[src/rtl/pp_pkg.sv]
package pp_pkg;

    typedef enum logic {
        UNIT_A = 1'b0,
        UNIT_B = 1'b1
    } unit_e;

    localparam int unsigned NUM_UNITS = 2;

endpackage

[src/rtl/pp_steer.sv]
module pp_steer
    import pp_pkg::*;
#(
    parameter int unsigned LOST_W = 16
) (
    input  logic              clk,
    input  logic              rst_n,
    input  logic              trig_i,
    input  logic [1:0]        done_i,
    output logic [1:0]        start_o,
    output logic [1:0]        busy_o,
    output unit_e             armed_o,
    output logic              accept_o,
    output unit_e             accept_unit_o,
    output logic [LOST_W-1:0] lost_o
);

    localparam logic [LOST_W-1:0] LOST_MAX = {LOST_W{1'b1}};

    typedef struct packed {
        logic [1:0]        busy;
        logic [1:0]        start;
        unit_e             armed;
        logic [LOST_W-1:0] lost;
    } steer_t;

    steer_t s_d, s_q;
    unit_e  other;
    unit_e  chosen;
    logic   armed_free;
    logic   other_free;
    logic   accept;

    always_comb begin
        s_d        = s_q;
        s_d.start  = 2'b00;
        other      = unit_e'(~s_q.armed);
        armed_free = !s_q.busy[s_q.armed];
        other_free = !s_q.busy[other];
        chosen     = armed_free ? s_q.armed : other;
        accept     = trig_i && (armed_free || other_free);
        if (accept) begin
            s_d.start[chosen] = 1'b1;
            s_d.armed         = unit_e'(~chosen);
        end else if (trig_i && (s_q.lost != LOST_MAX)) begin
            s_d.lost = s_q.lost + 1'b1;
        end
        s_d.busy = (s_q.busy & ~done_i) | s_d.start;
    end

    always_ff @(posedge clk or negedge rst_n) begin
        if (!rst_n) begin
            s_q <= '{busy: 2'b00, start: 2'b00, armed: UNIT_A, lost: '0};
        end else begin
            s_q <= s_d;
        end
    end

    assign start_o       = s_q.start;
    assign busy_o        = s_q.busy;
    assign armed_o       = s_q.armed;
    assign lost_o        = s_q.lost;
    assign accept_o      = accept;
    assign accept_unit_o = chosen;


    lost_step_chk: assert property (@(posedge clk) disable iff (!rst_n)
        (trig_i && busy_o == 2'b11 && lost_o != LOST_MAX) |=> (lost_o == $past(lost_o) + 1'b1));


    lost_hold_chk: assert property (@(posedge clk) disable iff (!rst_n)
        (lost_o == LOST_MAX) |=> (lost_o == LOST_MAX));


    start_onehot_chk: assert property (@(posedge clk) disable iff (!rst_n)
        $onehot0(start_o));


    start_free_chk: assert property (@(posedge clk) disable iff (!rst_n)
        (|start_o) |-> ((start_o & $past(busy_o)) == 2'b00));


    accept_chk: assert property (@(posedge clk) disable iff (!rst_n)
        (trig_i && busy_o != 2'b11) |=> ($countones(start_o) == 1));

endmodule

[src/rtl/pp_order.sv]
module pp_order
    import pp_pkg::*;
#(
    parameter int unsigned SEQ_W = 4,
    parameter int unsigned DEPTH = 2
) (
    input  logic             clk,
    input  logic             rst_n,
    input  logic             push_i,
    input  unit_e            push_unit_i,
    input  logic             pop_i,
    output logic             head_vld_o,
    output unit_e            head_unit_o,
    output logic [SEQ_W-1:0] head_seq_o
);

    localparam int unsigned AW = (DEPTH > 1) ? $clog2(DEPTH) : 1;
    localparam logic [AW-1:0] LAST_SLOT = AW'(DEPTH - 1);
    localparam logic [AW:0]   FULL_CNT  = (AW + 1)'(DEPTH);

    typedef struct packed {
        unit_e            unit;
        logic [SEQ_W-1:0] seq;
    } rec_t;

    typedef struct packed {
        rec_t [DEPTH-1:0] mem;
        logic [AW-1:0]    wr;
        logic [AW-1:0]    rd;
        logic [AW:0]      cnt;
        logic [SEQ_W-1:0] seq;
    } order_t;

    order_t o_d, o_q;
    logic   do_pop;

    always_comb begin
        o_d    = o_q;
        do_pop = pop_i && (o_q.cnt != '0);
        if (do_pop) begin
            o_d.rd = (o_q.rd == LAST_SLOT) ? '0 : o_q.rd + 1'b1;
        end
        if (push_i) begin
            o_d.mem[o_q.wr] = '{unit: push_unit_i, seq: o_q.seq};
            o_d.wr          = (o_q.wr == LAST_SLOT) ? '0 : o_q.wr + 1'b1;
            o_d.seq         = o_q.seq + 1'b1;
        end
        case ({push_i, do_pop})
            2'b10:   o_d.cnt = o_q.cnt + 1'b1;
            2'b01:   o_d.cnt = o_q.cnt - 1'b1;
            default: o_d.cnt = o_q.cnt;
        endcase
    end

    always_ff @(posedge clk or negedge rst_n) begin
        if (!rst_n) begin
            o_q <= '0;
        end else begin
            o_q <= o_d;
        end
    end

    assign head_vld_o  = (o_q.cnt != '0);
    assign head_unit_o = o_q.mem[o_q.rd].unit;
    assign head_seq_o  = o_q.mem[o_q.rd].seq;


    order_full_chk: assert property (@(posedge clk) disable iff (!rst_n)
        !(push_i && (o_q.cnt == FULL_CNT) && !pop_i));


    order_pop_chk: assert property (@(posedge clk) disable iff (!rst_n)
        pop_i |-> head_vld_o);

endmodule

[src/rtl/pp_drain.sv]
module pp_drain
    import pp_pkg::*;
#(
    parameter int unsigned SAMPLE_W = 10,
    parameter int unsigned SAMPLES  = 128,
    parameter int unsigned SEQ_W    = 4
) (
    input  logic                  clk,
    input  logic                  rst_n,
    input  logic [1:0]            cap_valid_i,
    input  logic [2*SAMPLE_W-1:0] cap_data_i,
    input  logic                  head_vld_i,
    input  unit_e                 head_unit_i,
    input  logic [SEQ_W-1:0]      head_seq_i,
    output logic [1:0]            cap_ready_o,
    output logic                  pop_o,
    output logic [1:0]            done_o,
    output logic                  out_valid_o,
    output logic [SAMPLE_W-1:0]   out_data_o,
    output unit_e                 out_unit_o,
    output logic [SEQ_W-1:0]      out_seq_o,
    output logic                  out_last_o
);

    localparam int unsigned CW = (SAMPLES > 1) ? $clog2(SAMPLES) : 1;
    localparam logic [CW-1:0] LAST_IDX = CW'(SAMPLES - 1);

    typedef struct packed {
        logic [CW-1:0]       cnt;
        logic                ov;
        logic [SAMPLE_W-1:0] odata;
        unit_e               ounit;
        logic [SEQ_W-1:0]    oseq;
        logic                olast;
    } drain_t;

    drain_t d_d, d_q;
    logic [SAMPLE_W-1:0] lane [NUM_UNITS];
    logic [1:0]          grant;
    logic                take;
    logic                is_last;

    for (genvar u = 0; u < NUM_UNITS; u++) begin : g_lane
        assign lane[u] = cap_data_i[u*SAMPLE_W +: SAMPLE_W];
    end

    always_comb begin
        d_d     = d_q;
        grant   = head_vld_i ? (2'b01 << head_unit_i) : 2'b00;
        take    = |(grant & cap_valid_i);
        is_last = (d_q.cnt == LAST_IDX);
        d_d.ov  = take;
        pop_o   = 1'b0;
        done_o  = 2'b00;
        if (take) begin
            d_d.odata = lane[head_unit_i];
            d_d.ounit = head_unit_i;
            d_d.oseq  = head_seq_i;
            d_d.olast = is_last;
            d_d.cnt   = is_last ? '0 : d_q.cnt + 1'b1;
            pop_o     = is_last;
            done_o    = is_last ? grant : 2'b00;
        end
    end

    always_ff @(posedge clk or negedge rst_n) begin
        if (!rst_n) begin
            d_q <= '{cnt: '0, ov: 1'b0, odata: '0, ounit: UNIT_A, oseq: '0, olast: 1'b0};
        end else begin
            d_q <= d_d;
        end
    end

    assign cap_ready_o = grant;
    assign out_valid_o = d_q.ov;
    assign out_data_o  = d_q.odata;
    assign out_unit_o  = d_q.ounit;
    assign out_seq_o   = d_q.oseq;
    assign out_last_o  = d_q.olast;


    ready_onehot_chk: assert property (@(posedge clk) disable iff (!rst_n)
        $onehot0(cap_ready_o));


    last_pop_chk: assert property (@(posedge clk) disable iff (!rst_n)
        pop_o |=> (out_valid_o && out_last_o));


    seq_stable_chk: assert property (@(posedge clk) disable iff (!rst_n)
        (out_valid_o && !out_last_o) |=> (!out_valid_o || out_seq_o == $past(out_seq_o)));

endmodule

[src/rtl/dual_capture_pingpong.sv]
module dual_capture_pingpong
    import pp_pkg::*;
#(
    parameter int unsigned SAMPLE_W = 10,
    parameter int unsigned SAMPLES  = 128,
    parameter int unsigned SEQ_W    = 4,
    parameter int unsigned LOST_W   = 16
) (
    input  logic                  clk,
    input  logic                  rst_n,
    input  logic                  trig_i,
    output logic [1:0]            cap_start_o,
    input  logic [1:0]            cap_valid_i,
    input  logic [2*SAMPLE_W-1:0] cap_data_i,
    output logic [1:0]            cap_ready_o,
    output logic [1:0]            busy_o,
    output logic                  armed_o,
    output logic [LOST_W-1:0]     lost_cnt_o,
    output logic                  out_valid_o,
    output logic [SAMPLE_W-1:0]   out_data_o,
    output logic                  out_unit_o,
    output logic [SEQ_W-1:0]      out_seq_o,
    output logic                  out_last_o
);

    logic             accept;
    unit_e            accept_unit;
    unit_e            armed;
    logic [1:0]       done;
    logic             pop;
    logic             head_vld;
    unit_e            head_unit;
    logic [SEQ_W-1:0] head_seq;
    unit_e            out_unit;

    pp_steer #(
        .LOST_W(LOST_W)
    ) steer_i (
        .clk          (clk),
        .rst_n        (rst_n),
        .trig_i       (trig_i),
        .done_i       (done),
        .start_o      (cap_start_o),
        .busy_o       (busy_o),
        .armed_o      (armed),
        .accept_o     (accept),
        .accept_unit_o(accept_unit),
        .lost_o       (lost_cnt_o)
    );

    pp_order #(
        .SEQ_W(SEQ_W),
        .DEPTH(NUM_UNITS)
    ) order_i (
        .clk        (clk),
        .rst_n      (rst_n),
        .push_i     (accept),
        .push_unit_i(accept_unit),
        .pop_i      (pop),
        .head_vld_o (head_vld),
        .head_unit_o(head_unit),
        .head_seq_o (head_seq)
    );

    pp_drain #(
        .SAMPLE_W(SAMPLE_W),
        .SAMPLES (SAMPLES),
        .SEQ_W   (SEQ_W)
    ) drain_i (
        .clk        (clk),
        .rst_n      (rst_n),
        .cap_valid_i(cap_valid_i),
        .cap_data_i (cap_data_i),
        .head_vld_i (head_vld),
        .head_unit_i(head_unit),
        .head_seq_i (head_seq),
        .cap_ready_o(cap_ready_o),
        .pop_o      (pop),
        .done_o     (done),
        .out_valid_o(out_valid_o),
        .out_data_o (out_data_o),
        .out_unit_o (out_unit),
        .out_seq_o  (out_seq_o),
        .out_last_o (out_last_o)
    );

    assign armed_o    = armed;
    assign out_unit_o = out_unit;

endmodule

[config.mk]
export PLATFORM = sky130hd
export DESIGN_NAME = dual_capture_pingpong
export DESIGN_NICKNAME = d
export VERILOG_FILES = /design/src/rtl/pp_pkg.sv /design/src/rtl/pp_steer.sv /design/src/rtl/pp_order.sv /design/src/rtl/pp_drain.sv /design/src/rtl/dual_capture_pingpong.sv
export SDC_FILE = /design/constraint.sdc
export NUM_CORES = 1
export LEC_CHECK = 0
export BUFFER_PORTS_ARGS = -buffer_cell sky130_fd_sc_hd__buf_2
export CORE_UTILIZATION = 35
export DETAILED_ROUTE_END_ITERATION = 10
export PLACE_DENSITY = 0.58
export SLEW_MARGIN = 10
export SYNTH_ARGS = -nofsm -noshare
export SYNTH_HDL_FRONTEND = slang
export SYNTH_HIERARCHICAL = 1
export SYNTH_SLANG_ARGS = --single-unit
[constraint.sdc]
create_clock -name clk -period 2.3 [get_ports clk]
set_input_delay 0 -clock clk [delete_from_list [all_inputs] [get_ports clk]]
set_output_delay 0 -clock clk [all_outputs]
set_load 0.1 [all_outputs]
==> out/results.ini, run 1 <==
[run_status]
status=complete, no violations

[yosys]
yosysWarnings=6
synth_adder_area_share_pct=1.640
synthTopCellsByArea=dfrtp_1 (52%), mux2_2 (5.9%), xnor2_1 (4.6%), nand2_1 (4.3%), buf_4 (3.4%)
synth_area_sq_um=3052
syn_avg_cell_area_sq_um=11.30
yosysMostFrequentCell=dfrtp_1
synth.distinct_cells=48
synth-edff-count=0
synth_simple_gate_area_share_pct=17.96
synth_top_cell_area_share_pct=51.66
synth_cells=270
ys_async_sr_fraction_pct=100.0
syn_nets=299
synthFlopType=dfrtp_1
ys_ff_latch=63
synth_compound_area_share_pct=4.674
synth.mux.area_fraction_pct=10.66
synth_top_area_cell=dfrtp_1
synth_top_family_by_area=simple AND/OR/NAND/NOR gates
synth_xor_area_share_pct=6.888
synth_common_cells=dfrtp_1 (63), nand2_1 (35), mux2_2 (16), xnor2_1 (16)
ys_seq_area_share_pct=51.66

[clocking]
cts_max_level=3
numCtsBuffers=9
tritoncts=built
cts_sinks=63
clk_path_buf_depth=2
clk_pin_slew_ps=80
postCtsSetupRepairBufs=0
clk_latency_ps=340
root_buffer=clkbuf_8

[worst_setup_path]
rrSetupSlack_ps=330
critPathMaxFanout=4
worstReg2RegStart=order_i/o_q[6]
cp.arrival_ps=2240
cp-start-kind=register
rr_worst_depth=8
cp-end-kind=register
timing.rr.end=order_i/o_q[5]
worstPathRequired_ps=2560
setup.worst_path.class=reg2reg

[timing]
period_share_pct=85.79
skew_ps=7.851
finalSetupTns_ps=0
finalCriticalPeriod_ps=1973
finalHoldViolations=0
max_freq_mhz=506.8
rsz0062_at_grt=no
layout_setup_ws_ps=326.9
hold_ws_ps=166.2
slew_violations=0
max-slew-margin-rel_pct=63.69
finalSetupViolations=0
worst_pin_slew_ps=544.7

[worst_hold_path]
hold_class=in2async

[pwr]
power.density_nw_per_um2=875.4
p_leak_nw=1.902
fin_total_pwr_mw=3.329
ir_drop_mv=0.6219

[floorplanning]
rows=33
design.core.area_sq_um=8341
die_w_microns=95.38
io_pins=65
die_area_sq_um=9096
start_util_pct=36.59
die_height_microns=95.38

[cells_and_area]
antennaDiodeCount=0
postLayoutCoreUtil_pct=45.59
fin_cells=462
n_fill_cell=788
final_nets=381
area_growth_pct=24.60
final_area_sq_um=3802
drive_above_1_share_pct=34.45

[grt]
grt_pass1_vias=2135
grt_start_max_net_pins=32
grt_use_total_pct=14.80
grt_antenna_before_repair=0
grt-ovfl-total=0
grt_pass1_wl_microns=10160

[placement]
dp_hpwl_microns=4232
numPortBuffers=64
post-place-ws_ps=359.4
dpl.cell_count=422
place_area_sq_um=3373
place.gp.congestion=0.7502

[detailed_routing]
viasPerCell=4.792
drc=0
vias=2214
detail-route-antenna-nets=0
dr.pass1.iters=4
initialDrtViolationCount=67
avgRoutedWirePerCell_microns=13.60
wirelength_microns=6284

[job]
maxCapViolCount=0

[critical path: stages (launching register included)]
cell and delay (ps):
dfrtp_1 360, mux2_2 360, mux2_4 310, nand2_4 70, nor2_2 50, and2_4 150
ha_1 300, nor2_1 140, xor2_1 150
[flip-flops by register name, indices dropped and copies added, names as in the netlist]
signal	cells
drain_i/d_q	7
drain_i/out_data_o	10
drain_i/out_last_o	1
drain_i/out_seq_o	4
drain_i/out_unit_o	1
drain_i/out_valid_o	1
order_i/o_q	18
steer_i/armed_o	1
steer_i/busy_o	2
steer_i/lost_o	16
steer_i/start_o	2
[power breakdown]
part | internal [mW] | switching, mW
Sequential | 1.23 | 0.128
Clock | 0.497 | 0.442
Combinational | 0.227 | 0.803
Total | 1.95 | 1.37
[timing repair]
action / 4_1_cts / 5_1_grt
setup endpoints to repair: 0 / 0
resized for setup: 0 / 0
hold buffers: 24 / 0
hold endpoints to repair: 35 / 0
[worst max path at each step]
stage               slack, ps              start  cells after the start           endpoint
floorplan                  60  steer_i/lost_o[0]                      5  steer_i/lost_o[1]
global placement          400     order_i/o_q[6]                      8     order_i/o_q[5]
detailed placement        360     order_i/o_q[6]                      8     order_i/o_q[5]
CTS                       330     order_i/o_q[6]                      8     order_i/o_q[5]
global route              210     order_i/o_q[6]                      8     order_i/o_q[5]
finish                    330     order_i/o_q[6]                      8     order_i/o_q[5]
[cell families after synthesis]
group                    count (synthesis)
AND/OR/NAND/NOR                         96
flip-flops                              63
buffers and inverters                   29
multiplexers                            29
AO/OA/AOI/OAI                           25
XOR/XNOR                                24
adder cells (fa/ha/maj)                  4
[area by class of cell]
class / instances / area, sq um / share of cell area (%)
Sequential cell: 63 / 1577 / 41.46
Multi-Input combinational cell: 178 / 1279 / 33.63
Clock inverter: 6 / 61.31 / 1.612
Timing Repair Buffer: 93 / 598.1 / 15.73
Inverter: 7 / 28.78 / 0.7568
Clock buffer: 10 / 127.6 / 3.356
Tap cell: 105 / 131.4 / 3.455
[per-layer routing]
metal  part of all wire, %  track usage, %  up-vias  wire, microns
li1                      -               -     1083              -
met4                   1.8           6.716        0            115
met3                   3.9           3.828        7            243
met5                     0               0        -              0
met1                    47           19.68     1084           2965
met2                    47           22.62       40           2959
[cells in the final DEF (no fill, tap or decap), types with 5 or more instances in the layout]
| cell | n |
|---|---|
| buf_4 | 5 |
| nand4_1 | 6 |
| dfrtp_1 | 63 |
| buf_2 | 64 |
| mux2i_1 | 10 |
| nand2_1 | 35 |
| dlygate4sd3_1 | 24 |
| mux2_2 | 16 |
| o21ai_0 | 13 |
| nand3_1 | 14 |
| nor2_1 | 7 |
| clkbuf_8 | 9 |
| xor2_1 | 8 |
| and3_1 | 5 |
| xnor2_1 | 16 |
Power figures use the tool's default switching activity.
==> inputs of run 2 (changes only) <==
Settings changed: BUFFER_PORTS_ARGS -buffer_cell sky130_fd_sc_hd__buf_2 to -buffer_cell sky130_fd_sc_hd__buf_4, CTS_CLUSTER_SIZE set to 8, PLACE_DENSITY 0.58 to not set, PLACE_DENSITY_LB_ADDON set to 0.1.
==> run 2 against run 1 <==
Effect of this change:
- clock power grew 15%
- total power up 5.9%
- clock-buffer cell count rose by 2
- via count shrank 3.5%
- final cell count decreased by 1.3%
- wire length down 3.0%
- non-clock buffer count fell by 5
- sequential power hardly changed
- final area rose by 4.1%
- largest cell class unchanged
- largest power group unchanged
==> out/results.ini, run 2 (synthesized netlist as in run 1, its figures left out) <==
[grt]
grt_pass1_wl_microns=10070  ; -0.88%
grt_antenna_before_repair=0  ; unchanged
grt-ovfl-total=0  ; unchanged
grt_pass1_vias=2110  ; -1.2%
grt_start_max_net_pins=64  ; +100%
grt_use_total_pct=14.72  ; -0.083 points

[timing]
period_share_pct=84.72  ; -1.1 points
rsz0062_at_grt=no
finalSetupViolations=0  ; unchanged
finalSetupTns_ps=0  ; unchanged
worst_pin_slew_ps=789.9  ; +245.2 ps
max_freq_mhz=513.2  ; +1.3%
finalCriticalPeriod_ps=1949  ; -24.52 ps
skew_ps=7.832  ; -0.01940 ps
finalHoldViolations=0  ; unchanged
slew_violations=0  ; unchanged
max-slew-margin-rel_pct=47.34  ; -16 points

[placement]
numPortBuffers=64  ; unchanged
dp_hpwl_microns=4209  ; -0.55%
place_area_sq_um=3518  ; +4.3%
place.gp.congestion=0.7825  ; +4.3%

[cells_and_area]
largest-register=order_i/o_q
antennaDiodeCount=0  ; unchanged
final_common_cell=buf_4
drive_above_1_share_pct=34.47  ; about the same
layout_common_cells=buf_4 (67), dfrtp_1 (63), nand2_1 (35)
area_growth_pct=29.73
largest_reg_flops=18  ; unchanged
final_area_sq_um=3959  ; +4.1%
n_fill_cell=794  ; +0.76%
final_nets=376  ; -1.3%

[worst_setup_path]
cp-start-kind=register
critPathMaxFanout=4  ; unchanged
cp-end-kind=register
setup.worst_path.class=reg2reg
worstPathRequired_ps=2550  ; about the same
cp.arrival_ps=2200  ; -40 ps

[detailed_routing]
dr.pass1.iters=4  ; unchanged
viasPerCell=4.684  ; -2.3%
avgRoutedWirePerCell_microns=13.37  ; -1.7%
detail-route-antenna-nets=0  ; unchanged
drc=0  ; unchanged
vias=2136  ; -3.5%
wirelength_microns=6096  ; -3.0%
initialDrtViolationCount=33  ; -51%

[clocking]
clk_path_buf_depth=2  ; unchanged
cts_sinks=63  ; unchanged
clk_latency_ps=330  ; about the same
tritoncts=built
cts_max_level=3  ; unchanged
postCtsSetupRepairBufs=0  ; unchanged
numCtsBuffers=9  ; unchanged
clk_pin_slew_ps=60  ; -20 ps
root_buffer=clkbuf_8

[floorplanning]
start_util_pct=36.59  ; unchanged
die_height_microns=95.38  ; unchanged
design.core.area_sq_um=8341  ; unchanged
io_pins=65  ; unchanged
die_area_sq_um=9096  ; unchanged
die_w_microns=95.38  ; unchanged
rows=33  ; unchanged

[pwr]
fin_total_pwr_mw=3.526  ; +5.9%
p_leak_nw=1.934  ; +1.7%
power.density_nw_per_um2=890.6  ; +1.7%
ir_drop_mv=0.4632  ; -26%

[job]
maxCapViolCount=0  ; unchanged

[worst_hold_path]
hold_class=in2reg

[run_status]
status=complete, no violations

[run 2: layout make-up]
| class | instances | area (sq um) | area share, % |
|---|---|---|---|
| inverter | 7 | 28.78 | 0.7269 |
| sequential | 63 | 1577 | 39.82 |
| clock buffer | 12 | 165.2 | 4.172 |
| timing repair buffer | 88 | 713.2 | 18.02 |
| clock inverter | 3 | 65.06 | 1.643 |
| tap | 105 | 131.4 | 3.319 |
| multi-input combinational | 178 | 1279 | 32.30 |
[run 2: report_power, final]
group / switching (mW) / internal [mW] / leakage (nW)
registers: 0.128 / 1.23 / 0.820
logic: 0.799 / 0.283 / 0.996
clock network: 0.393 / 0.691 / 0.118
[run 2: worst max-delay path, cell delays in order, from the launching register on]
cell and delay [ps]:
dfrtp_1 350, mux2_2 350, mux2_4 310, nand2_4 70, nor2_2 50, and2_4 150, ha_1 300, nor2_1 140
xor2_1 140
[run 2: final timing paths]
check	depth (start not counted)	from	slack, ps	end
worst max register to register	8	order_i/o_q[6]	350	order_i/o_q[5]
worst min-delay path	3	cap_data_i[9]	10	drain_i/out_data_o[9]
worst min register to register	1	order_i/o_q[5]	470	order_i/o_q[5]
max in group asynchronous	2	rst_n	1480	order_i/o_q[11]
min in group asynchronous	2	rst_n	280	steer_i/lost_o[15]
worst max-delay path	8	order_i/o_q[6]	350	order_i/o_q[5]
[run 2: through the flow]
stage | setup slack (ps) | hold slack, ps | util [%] | std cells
after detailed placement | 347.8 | 151.8 | 42.18 | 420
after CTS | 345.3 | 0.5878 | 47.46 | 456
after global placement | 394.1 | 147.9 | 42.18 | 420
after global routing | 223.6 | 17.99 | 47.46 | 456
final | 351.5 | 14.75 | 47.46 | 456
after floorplan | 60.40 | -295.6 | - | 270
[run 2: layer usage]
| layer | vias up | track usage (%) | wire length, microns |
|---|---|---|---|
| met1 | 1022 | 19.33 | 2894 |
| met4 | 0 | 6.343 | 84 |
| met3 | 7 | 3.987 | 225 |
| met2 | 39 | 22.80 | 2892 |
| li1 | 1068 | - | - |
| met5 | - | 0 | 0 |
[run 2: repair_timing]
item | 4_1_cts | 5_1_grt
hold buffers | 21 | 0
gates resized for setup | 0 | 0
endpoints found under the setup margin | 0 | 0
hold endpoints to repair | 76 | 0
